===== src/rtl/spim_pkg.sv =====
package spim_pkg;

    localparam int BUS_AW = 7;

    // Register byte offsets
    localparam logic [BUS_AW-1:0] OFF_SRST  = 7'h40;
    localparam logic [BUS_AW-1:0] OFF_CTRL  = 7'h60;
    localparam logic [BUS_AW-1:0] OFF_STAT  = 7'h64;
    localparam logic [BUS_AW-1:0] OFF_TXD   = 7'h68;
    localparam logic [BUS_AW-1:0] OFF_RXD   = 7'h6C;
    localparam logic [BUS_AW-1:0] OFF_SSEL  = 7'h70;
    localparam logic [BUS_AW-1:0] OFF_TXOCC = 7'h74;
    localparam logic [BUS_AW-1:0] OFF_RXOCC = 7'h78;

    localparam logic [1:0]  SIZE_WORD    = 2'd2;
    localparam logic [31:0] SRST_KEY     = 32'h0000_000A;
    localparam logic [31:0] EMPTY_RDATA  = 32'hDEAD_BEEF;
    localparam int          CTRL_TXFLUSH = 5;
    localparam int          CTRL_RXFLUSH = 6;
    localparam int          CTRL_INHIBIT = 8;

    typedef enum logic [3:0] {
        SEL_NONE, SEL_SRST, SEL_CTRL, SEL_STAT, SEL_TXD,
        SEL_RXD, SEL_SSEL, SEL_TXOCC, SEL_RXOCC
    } reg_sel_e;

    // Bit 3 down to bit 0 of the status word
    typedef struct packed {
        logic tx_full;
        logic tx_empty;
        logic rx_full;
        logic rx_empty;
    } stat_t;

    typedef struct packed {
        logic overrun;
        logic rx_full;
        logic rx_push;
        logic tx_drained;
    } evt_t;

    function automatic reg_sel_e decode_addr(input logic [BUS_AW-1:0] a);
        case (a)
            OFF_SRST:  return SEL_SRST;
            OFF_CTRL:  return SEL_CTRL;
            OFF_STAT:  return SEL_STAT;
            OFF_TXD:   return SEL_TXD;
            OFF_RXD:   return SEL_RXD;
            OFF_SSEL:  return SEL_SSEL;
            OFF_TXOCC: return SEL_TXOCC;
            OFF_RXOCC: return SEL_RXOCC;
            default:   return SEL_NONE;
        endcase
    endfunction

endpackage


===== src/rtl/spim_fifo.sv =====
module spim_fifo #(
    parameter int W     = 8,
    parameter int DEPTH = 256,
    localparam int AW   = (DEPTH > 1) ? $clog2(DEPTH) : 1,
    localparam int CW   = $clog2(DEPTH + 1)
) (
    input  logic          clk,
    input  logic          clr,
    input  logic          push,
    input  logic          pop,
    input  logic [W-1:0]  wdata,
    output logic [W-1:0]  head,
    output logic [CW-1:0] count,
    output logic          full,
    output logic          empty
);
    logic [W-1:0]  mem [DEPTH];
    logic [AW-1:0] wr_ptr, rd_ptr;
    logic          do_push, do_pop;

    localparam logic [AW-1:0] LAST_IDX = AW'(DEPTH - 1);

    assign empty   = (count == '0);
    assign full    = (count == CW'(DEPTH));
    assign do_pop  = pop && !empty;
    assign do_push = push && (!full || do_pop);
    assign head    = mem[rd_ptr];

    always_ff @(posedge clk) begin
        if (do_push) mem[wr_ptr] <= wdata;
    end

    always_ff @(posedge clk) begin
        if (clr) begin
            wr_ptr <= '0;
            rd_ptr <= '0;
            count  <= '0;
        end else begin
            if (do_push) wr_ptr <= (wr_ptr == LAST_IDX) ? '0 : wr_ptr + 1'b1;
            if (do_pop)  rd_ptr <= (rd_ptr == LAST_IDX) ? '0 : rd_ptr + 1'b1;
            if (do_push && !do_pop)      count <= count + 1'b1;
            else if (do_pop && !do_push) count <= count - 1'b1;
        end
    end
endmodule


===== src/rtl/spim_shifter.sv =====
module spim_shifter #(
    parameter int CLK_DIV = 4,
    localparam int HALF   = CLK_DIV / 2,
    localparam int DW     = $clog2(HALF + 1)
) (
    input  logic       clk,
    input  logic       rst,
    input  logic       start,
    input  logic [7:0] tx_byte,
    output logic       busy,
    output logic       done,
    output logic [7:0] rx_byte,
    output logic       sclk,
    output logic       mosi,
    input  logic       miso
);
    localparam logic [DW-1:0] DIV_LAST = DW'(HALF - 1);

    logic [7:0]    tx_sh, rx_sh;
    logic [2:0]    bit_idx;
    logic [DW-1:0] div_cnt;

    assign mosi    = tx_sh[7];
    assign rx_byte = rx_sh;

    always_ff @(posedge clk) begin
        if (rst) begin
            busy    <= 1'b0;
            done    <= 1'b0;
            sclk    <= 1'b0;
            tx_sh   <= '0;
            rx_sh   <= '0;
            bit_idx <= '0;
            div_cnt <= '0;
        end else begin
            done <= 1'b0;
            if (!busy) begin
                if (start) begin
                    busy    <= 1'b1;
                    tx_sh   <= tx_byte;
                    bit_idx <= '0;
                    div_cnt <= '0;
                    sclk    <= 1'b0;
                end
            end else if (div_cnt == DIV_LAST) begin
                div_cnt <= '0;
                if (!sclk) begin
                    sclk  <= 1'b1;
                    rx_sh <= {rx_sh[6:0], miso};
                end else begin
                    sclk <= 1'b0;
                    if (bit_idx == 3'd7) begin
                        busy <= 1'b0;
                        done <= 1'b1;
                    end else begin
                        bit_idx <= bit_idx + 1'b1;
                        tx_sh   <= {tx_sh[6:0], 1'b0};
                    end
                end
            end else begin
                div_cnt <= div_cnt + 1'b1;
            end
        end
    end
endmodule


===== src/rtl/spim_top.sv =====
module spim_top
    import spim_pkg::*;
#(
    parameter int NUM_CS  = 1,
    parameter int DEPTH   = 256,
    parameter int CLK_DIV = 4,
    localparam int CW     = $clog2(DEPTH + 1)
) (
    input  logic                clk,
    input  logic                rst,
    input  logic                bus_sel,
    input  logic                bus_wr,
    input  logic [1:0]          bus_size,
    input  logic [BUS_AW-1:0]   bus_addr,
    input  logic [31:0]         bus_wdata,
    output logic [31:0]         bus_rdata,
    output logic                sclk,
    output logic                mosi,
    input  logic                miso,
    output logic [NUM_CS-1:0]   cs_n,
    output logic                ev_overrun,
    output logic                ev_rx_full,
    output logic                ev_rx_push,
    output logic                ev_tx_drained
);
    reg_sel_e    sel;
    logic        wr_acc, rd_acc, soft_rst_req, lrst;
    logic [31:0] ctrl_q, ssel_q;
    logic        inhibit;

    logic          tx_clr, tx_push, tx_full, tx_empty;
    logic [7:0]    tx_head;
    logic [CW-1:0] tx_cnt;
    logic          rx_clr, rx_pop, rx_pop_eff, rx_push_ok, rx_full, rx_empty;
    logic [7:0]    rx_head;
    logic [CW-1:0] rx_cnt;

    logic       launch, eng_busy, eng_done, ovr;
    logic [7:0] eng_rx;
    evt_t       evt_q, evt_nxt;
    stat_t      stat;

    // Bus decode: only word accesses do anything
    assign sel          = (bus_sel && bus_size == SIZE_WORD) ? decode_addr(bus_addr) : SEL_NONE;
    assign wr_acc       = bus_wr && (sel != SEL_NONE);
    assign rd_acc       = !bus_wr && (sel != SEL_NONE);
    assign soft_rst_req = wr_acc && sel == SEL_SRST && bus_wdata == SRST_KEY;
    assign lrst         = rst || soft_rst_req;
    assign inhibit      = ctrl_q[CTRL_INHIBIT];

    always_ff @(posedge clk) begin
        if (lrst) begin
            ctrl_q <= '0;
            ssel_q <= '1;
        end else if (wr_acc) begin
            if (sel == SEL_CTRL)
                ctrl_q <= bus_wdata & ~((32'd1 << CTRL_TXFLUSH) | (32'd1 << CTRL_RXFLUSH));
            if (sel == SEL_SSEL)
                ssel_q <= bus_wdata;
        end
    end

    assign cs_n = ssel_q[NUM_CS-1:0];

    // Queue control
    assign tx_clr  = lrst || (wr_acc && sel == SEL_CTRL && bus_wdata[CTRL_TXFLUSH]);
    assign rx_clr  = lrst || (wr_acc && sel == SEL_CTRL && bus_wdata[CTRL_RXFLUSH]);
    assign tx_push = wr_acc && sel == SEL_TXD;
    assign rx_pop  = rd_acc && sel == SEL_RXD;
    assign rx_pop_eff = rx_pop && !rx_empty;

    assign launch     = !inhibit && !eng_busy && !tx_empty && !tx_clr;
    assign ovr        = eng_done && !rx_clr && rx_full && !rx_pop_eff;
    assign rx_push_ok = eng_done && !rx_clr && !ovr;

    spim_fifo #(.W(8), .DEPTH(DEPTH)) u_txq (
        .clk(clk), .clr(tx_clr), .push(tx_push), .pop(launch),
        .wdata(bus_wdata[7:0]), .head(tx_head), .count(tx_cnt),
        .full(tx_full), .empty(tx_empty)
    );

    spim_fifo #(.W(8), .DEPTH(DEPTH)) u_rxq (
        .clk(clk), .clr(rx_clr), .push(rx_push_ok), .pop(rx_pop),
        .wdata(eng_rx), .head(rx_head), .count(rx_cnt),
        .full(rx_full), .empty(rx_empty)
    );

    spim_shifter #(.CLK_DIV(CLK_DIV)) u_eng (
        .clk(clk), .rst(lrst), .start(launch), .tx_byte(tx_head),
        .busy(eng_busy), .done(eng_done), .rx_byte(eng_rx),
        .sclk(sclk), .mosi(mosi), .miso(miso)
    );

    // Event pulses, registered
    always_comb begin
        evt_nxt.overrun    = ovr;
        evt_nxt.rx_push    = rx_push_ok;
        evt_nxt.rx_full    = rx_push_ok && !rx_pop_eff && rx_cnt == CW'(DEPTH - 1);
        evt_nxt.tx_drained = launch && !tx_push && tx_cnt == CW'(1);
    end

    always_ff @(posedge clk) begin
        if (lrst) evt_q <= '0;
        else      evt_q <= evt_nxt;
    end

    assign ev_overrun    = evt_q.overrun;
    assign ev_rx_full    = evt_q.rx_full;
    assign ev_rx_push    = evt_q.rx_push;
    assign ev_tx_drained = evt_q.tx_drained;

    // Read mux
    always_comb begin
        stat.tx_full  = tx_full;
        stat.tx_empty = tx_empty;
        stat.rx_full  = rx_full;
        stat.rx_empty = rx_empty;
        bus_rdata = '0;
        if (rd_acc) begin
            case (sel)
                SEL_CTRL:  bus_rdata = ctrl_q;
                SEL_STAT:  bus_rdata = {28'd0, stat};
                SEL_RXD:   bus_rdata = rx_empty ? EMPTY_RDATA : {24'd0, rx_head};
                SEL_SSEL:  bus_rdata = ssel_q;
                SEL_TXOCC: bus_rdata = 32'(tx_cnt);
                SEL_RXOCC: bus_rdata = 32'(rx_cnt);
                default:   bus_rdata = '0;
            endcase
        end
    end
endmodule


===== config.mk =====
export PLATFORM = sky130hd
export DESIGN_NAME = spim_top
export DESIGN_NICKNAME = d
export VERILOG_FILES = /design/src/rtl/spim_pkg.sv /design/src/rtl/spim_fifo.sv /design/src/rtl/spim_shifter.sv /design/src/rtl/spim_top.sv
export SDC_FILE = /design/constraint.sdc
export NUM_CORES = 2
export LEC_CHECK = 0
export BUFFER_PORTS_ARGS = -buffer_cell sky130_fd_sc_hd__buf_2
export CAP_MARGIN = 20
export CORE_MARGIN = 3
export CORE_UTILIZATION = 50
export DETAILED_ROUTE_END_ITERATION = 7
export MAX_ROUTING_LAYER = met4
export PLACE_DENSITY = 0.65
export SETUP_SLACK_MARGIN = 0.05
export SKIP_CTS_REPAIR_TIMING = 1
export SLEW_MARGIN = 25
export SYNTH_ARGS = -nofsm -noshare
export SYNTH_HDL_FRONTEND = slang
export SYNTH_SLANG_ARGS = --single-unit

===== constraint.sdc =====
create_clock -name clk -period 4.8 [get_ports clk]
set_input_delay 0.96 -clock clk [delete_from_list [all_inputs] [get_ports clk]]
set_output_delay 0.96 -clock clk [all_outputs]
set_load 0.01 [all_outputs]

* Word level (Yosys, flattened, before mapping)
Memories as Yosys holds them, arrays and structs flattened. A register that Yosys moved wholly into a read port is not among the register bits.
Index checks and enable logic that the tools add are counted.
** Word-level totals
- Bits in registers :: 140
- Latch bits :: 0
- RAM bits :: 4096
- ROM bits :: 0
- Input port bits :: 46
- Output and inout port bits :: 39
- Word-level logic and storage cells :: 170
- Memories kept :: 2
** Operators by class
- $add $sub $neg :: 10
- Multiply operators :: 0
- Divide/modulo/power cells :: 0
- $lt $le $gt $ge :: 0
- Eq/ne operators :: 31
- Shift operators :: 0
- Multiplexer cells :: 44
- Bitwise gates (word level) :: 3
- Reduce and logical (&&, ||, !) cells :: 61
** Memory list
- u_rxq.mem :: words 256, width 8, read ports 1, clocked after memory_dff 1, write ports 1, RTL line spim_fifo.sv:17 : logic [W-1:0] mem [DEPTH];
- u_txq.mem :: words 256, width 8, read ports 1, clocked after memory_dff 1, write ports 1, RTL line spim_fifo.sv:17
** Operator list (number)
- 32-bit case mux with 6 select lines :: 1
- 8-bit 2-to-1 mux :: 13
- 32-bit 2-to-1 mux :: 2
- 7-bit == test (second input constant) :: 8
- 9-bit 2-to-1 mux :: 4
- 8-bit by 1-bit adder with 8-bit output (second input constant) :: 4
- 32-bit by 4-bit == test with 1-bit output (second input constant) :: 1
- 8-bit == test (second input constant) :: 4
- 4-bit case mux with 8 select lines :: 1
- 1-bit logical AND :: 29
- 9-bit by 1-bit adder with 9-bit output (second input constant) :: 2
- 9-bit == test (second input constant) :: 2
- 9-bit zero test :: 2
- 9-bit by 1-bit subtractor with 9-bit output (second input constant) :: 2
- 4-bit by 3-bit == test with 1-bit output (second input constant) :: 4
- 1-bit zero test :: 15
- 3-bit 2-to-1 mux :: 5
- 1-bit 2-to-1 mux :: 14
- 9-bit by 1-bit == test with 1-bit output (second input constant) :: 1
- 9-bit by 8-bit == test with 1-bit output (second input constant) :: 1
- 4-bit by 2-bit == test with 1-bit output (second input constant) :: 2
- 2-bit 2-to-1 mux :: 3
- 2-bit != test (second input constant) :: 3
- 2-bit AND reduction :: 3
- other kinds (15) :: 23

* Logic depth before layout (Yosys ltp)
- Depth in word-level cells :: 20
- Depth in mapped cells :: 19

* By module
From an unflattened synthesis, not the netlist that was laid out.
** Unflattened totals
- Cells, all modules :: 8150
- Area total of the unflattened synthesis :: 165473.7 µm²
** Modules (own cells, without submodules)
- spim_fifo at u_rxq :: instances 1, cells an instance 3796, area an instance 80529.7 µm², sequential area each 62159.6 µm²
- spim_fifo at u_txq :: instances 1, cells an instance 3792, area an instance 80415.9 µm², sequential area each 62159.6 µm²
- spim_top :: instances 1, cells an instance 466, area an instance 3495.9 µm², sequential area each 1321.3 µm²
- spim_shifter :: instances 1, cells an instance 96, area an instance 1032.2 µm², sequential area each 480.5 µm²

* Worst setup path after synthesis
OpenSTA, ideal clock, no wires.
- Kind :: input to register
- Start point :: input bus_addr[3]
- End point :: register u_rxq.count[7]
- Library setup time :: 0.115 ns
- Arrival time :: 4.500 ns
- Data required time :: 4.685 ns
- Slack :: 0.186 ns
- Stages :: 19
- Buffers on the path :: 2
- Cell sequence :: clkbuf_1 > nor2_1 > a32oi_1 > nor4_1 > a22oi_1 > o21ai_2 > nor2_1 > buf_4 > ha_1 > inv_1 > ha_1 > a21oi_1 > a21boi_0 > o21ai_0 > nand2b_1 > a21o_1 > a21oi_1 > nor3b_1 > a2111oi_0
** Between the ends
- Cells in the longest elaborated chain, start to end :: 19
- Elaborated cells on any way between the ends :: 38
** Ends and longest elaborated chain
- start, declared :: RTL line spim_top.sv:14 : input logic [BUS_AW-1:0] bus_addr,
- 7-bit == test :: RTL line spim_pkg.sv:43 : case (a)
- 4-bit case mux with 8 select lines (*) :: RTL line spim_pkg.sv:43
- 4-bit 2-to-1 mux (*) :: RTL line spim_top.sv:44 : assign sel = (bus_sel && bus_size == SIZE_WORD) ? decode_addr(bus_addr) : SEL_NONE;
- 4-bit nonzero test :: RTL line spim_top.sv:45, spim_top.sv:46
- 1-bit logical AND :: RTL line spim_top.sv:45 : assign wr_acc = bus_wr && (sel != SEL_NONE);
- 1-bit logical AND (2 in series) :: RTL line spim_top.sv:47 : assign soft_rst_req = wr_acc && sel == SEL_SRST && bus_wdata == SRST_KEY;
- 1-bit logical OR :: RTL line spim_top.sv:48 : assign lrst = rst || soft_rst_req;
- 1-bit logical OR :: RTL line spim_top.sv:67 : assign rx_clr = lrst || (wr_acc && sel == SEL_CTRL && bus_wdata[CTRL_RXFLUSH]);
- [2 not listed]
- 1-bit logical AND (2 in series) :: RTL line spim_top.sv:73 : assign ovr = eng_done && !rx_clr && rx_full && !rx_pop_eff;
- 1-bit zero test :: RTL line spim_top.sv:74 : assign rx_push_ok = eng_done && !rx_clr && !ovr;
- 1-bit logical AND :: RTL line spim_top.sv:74
- 1-bit logical AND (*) :: RTL line spim_fifo.sv:26 : assign do_push = push && (!full || do_pop);
- named net u_rxq.do_push :: RTL line spim_fifo.sv:19 : logic do_push, do_pop;
- 1-bit zero test :: RTL line spim_fifo.sv:42 : else if (do_pop && !do_push) count <= count - 1'b1;
- 1-bit logical AND :: RTL line spim_fifo.sv:42
- 2-bit nonzero test (no source line)
- end signal, assigned :: RTL line spim_fifo.sv:41 : if (do_push && !do_pop) count <= count + 1'b1;
- end signal, assigned :: RTL line spim_fifo.sv:42
- end, declared :: RTL line spim_fifo.sv:13 : output logic [CW-1:0] count,
The timed path passes the listed nets; every way through them passes the cells marked *.
A chain may end at the register's enable or synchronous reset.

==> qor.csv <==
metric,value,unit
placedCellCount,13100,
finalMaxSlewViolations,0,
area_growth,16.5,%
ir_drop,410,uV
cts_made_buffers,425,
synth_enable_flop_cells,4096,
maxSlewHeadroom,19.5,%
die-area,340000,um^2
min_from,bus_wdata[28],
r2r_slack,0.47,ns
wirelength,459000,um
timing.hold.ws,0.224,ns
yosysSeqAreaShare,75.7,%
fin_skew,0.115,ns
ys_ff_latch,4252,
wl_per_cell,32.5,um
stdcell_area,194000,um^2
clock_latency,1.00,ns
layout_common_cells,"edfxtp_1 (4096), mux4_2 (931), buf_4 (770)",
boundaryPins,85,
worst_slack,-0.518,ns
critical_path.max_fanout,8,
grt_pass1_wl,645000,um
final_antenna_net_count,0,
whs_endpoint,ssel_q[28],
cp_data_arrival_time,4.36,ns
die_h,583,um
setup-violations-final,8,
grt_pass1_vias,88500,
cts.path.max_buffers,4,
dpl_cell_area,177000,um^2
critPathRequiredTime,3.84,ns
tritoncts,done,
drt_iter0_drc,11700,
ff2ff_path_depth,9,
yosysTopAreaCell,edfxtp_1,
finalCritPeriodShare,111,%
std_cell_rows,211,
layout.cells.non_filler,14100,
drc,0,
violations,setup timing,
rsz0062_at_grt,yes,
min_path_cells,3,
start_util,50.3,%
drt_first_pass_iters,6,
fmax,188,MHz
async_flop_share,0,%
outcome,"finished, violations left",
root_buffer,clkbuf_16,
ys.warnings.count,0,
antenna_found_initial,22,
vias_per_cell,6.35,
power_density,415,nW/um^2
reg2reg_to,u_eng.tx_sh[1],
synthTopCellsByArea,"edfxtp_1 (74%), mux4_2 (13%), mux2i_1 (2.4%), dfxtp_1 (1.9%), nor2_1 (1.5%)",
period_needed,5.32,ns
end_kind,primary output,
grt_usage,27.0,%
synth_fp_nets,8513,
worst-setup-path-type,reg -> out,
hp-class,in -> reg,
num_vias,89700,
clkTransAtPathRegs,0.06,ns
cp-start-kind,flip-flop,
drv_cap,0,
die_w,583,um
tightest_slew,1.20,ns
syn_avg_cell_area,19.7,um^2
final_net_count,9452,
syn-cell-area,167000,um^2
place_hpwl,287000,um
numPortBuffers,84,
layout-drive-gt1-share,28.6,%
yosysTopAreaCellShare,73.9,%
synth_top_flop_cell,edfxtp_1,
cts.sinks,4252,
core,331000,um^2
grt_max_degree,189,
htreeDepth,5,
leakage,61.1,nW
syn_inst,8441,
grt.overflow.total,0,
hold_viol_final,0,
synth.distinct_cells,86,
gp_congestion,0.905,
final_common_cell,edfxtp_1,
per-layer routing:
| metal | track usage, % | vias up | part of all wire (%) | routed length (um) |
|---|---|---|---|---|
| met5 | - | - | 0 | 0 |
| met4 | 9.36 | 0 | 4.1 | 18700 |
| met3 | 4.93 | 885 | 9.4 | 43300 |
| met2 | 42.6 | 4907 | 49 | 224000 |
| met1 | 35.7 | 47200 | 38 | 173000 |
| li1 | - | 36700 | - | - |
final cells by class:
cell class / count / area, um^2
multi-input combinational: 3649 / 38700
inverter: 26 / 110
clock inverter: 286 / 2710
fill: 23800 / 137000
tap: 4366 / 5460
sequential: 4252 / 126000
clock buffer: 503 / 11100
timing repair buffer: 1026 / 9730
antenna: 13 / 32.5
Yosys cell counts (8+ instances only):
library cell     n
edfxtp_1      4096
mux4_2         931
nor2_1         654
mux2i_1        397
nand2_1        324
clkbuf_1       231
a21oi_1        225
dfxtp_1        156
buf_2          139
o221ai_1       130
nand3_1        122
a22oi_1        115
nor3_1         106
o22ai_1         95
o21ai_0         77
buf_4           66
nor2b_1         49
buf_1           45
nor4_1          36
a211oi_1        34
buf_6           32
nand4_1         26
ha_1            25
inv_1           22
a221oi_1        18
nand2b_1        18
a2111oi_0       17
xor2_1          17
a22o_1          13
and3_1          13
xnor2_1         13
or2_2           12
or3_1           12
and2_1          10
o31ai_1         10
nand3b_1         9
a31oi_1          8
o2111ai_1        8
o32ai_1          8
logic make-up after synthesis:
kind of cell	after synthesis	synth area share, %
and+or+nand+nor	1430	3.86
adders and majority gates	26	0.200
buffers and inverters	540	1.63
muxes	1335	15.0
DFF	4252	75.7
AOI/OAI and AO/OA	828	3.40
xor gates and xnor gates	30	0.158
power by group:
part,total [mW],internal (mW),switching [mW]
clock network,32.9,18.8,14.1
logic,6.96,3.22,3.74
registers,40.7,40.5,0.216
total,80.6,62.5,18.1
worst max-delay path by stage:
stage,from,to,slack (ns)
global placement,bus_wdata[1],u_rxq.count[8],-0.54
finish,flip-flop,bus_rdata[0],-0.52
global route,flip-flop,bus_rdata[0],-0.57
detailed placement,flip-flop,bus_rdata[0],-0.49
CTS,flip-flop,bus_rdata[0],-1.56
floorplan,bus_addr[3],u_rxq.count[7],0.19
critical path, cell delays in order, from the launching register on:
cell,delay [ns]
dfxtp_4,0.43
buf_12,0.13
buf_12,0.16
buf_16,0.19
buf_16,0.18
mux4_2,0.56
mux2i_4,0.23
mux2i_4,0.11
a32oi_2,0.21
buf_4,0.18
o41ai_2,0.07
buf_4,0.18
a21o_1,0.16
o21bai_1,0.16
a31oi_1,0.12
buf_4,0.18
buf_6,0.12
registers in the layout, indices dropped and copies added, names as in the netlist, named ones only:
register       cells
u_eng.sclk         1
ev_rx_full         1
ssel_q            32
u_rxq.mem       2048
u_eng.rx_byte      8
u_txq.mem       2048
u_rxq.wr_ptr       8
u_txq.wr_ptr       8
ev_tx_drained      1
u_eng.done         1
u_eng.tx_sh        8
u_eng.busy         1
u_eng.bit_idx      3
u_txq.rd_ptr       8
u_eng.div_cnt      2
u_txq.count        9
ev_overrun         1
u_rxq.count        9
u_rxq.rd_ptr       8
ctrl_q            30
ev_rx_push         1
stage by stage:
stage               utilization [%]  setup TNS (ns)  power, mW  setup WS (ns)
floorplan                         -               0       46.3          0.186
global placement               53.5           -2.69       48.4         -0.538
detailed placement             53.5           -1.67       48.5         -0.494
CTS                            57.6           -9.37       81.0          -1.56
global route                   58.6           -3.98       82.9         -0.568
finish                         58.6           -3.56       80.6         -0.518
Power figures use the tool's default switching activity.
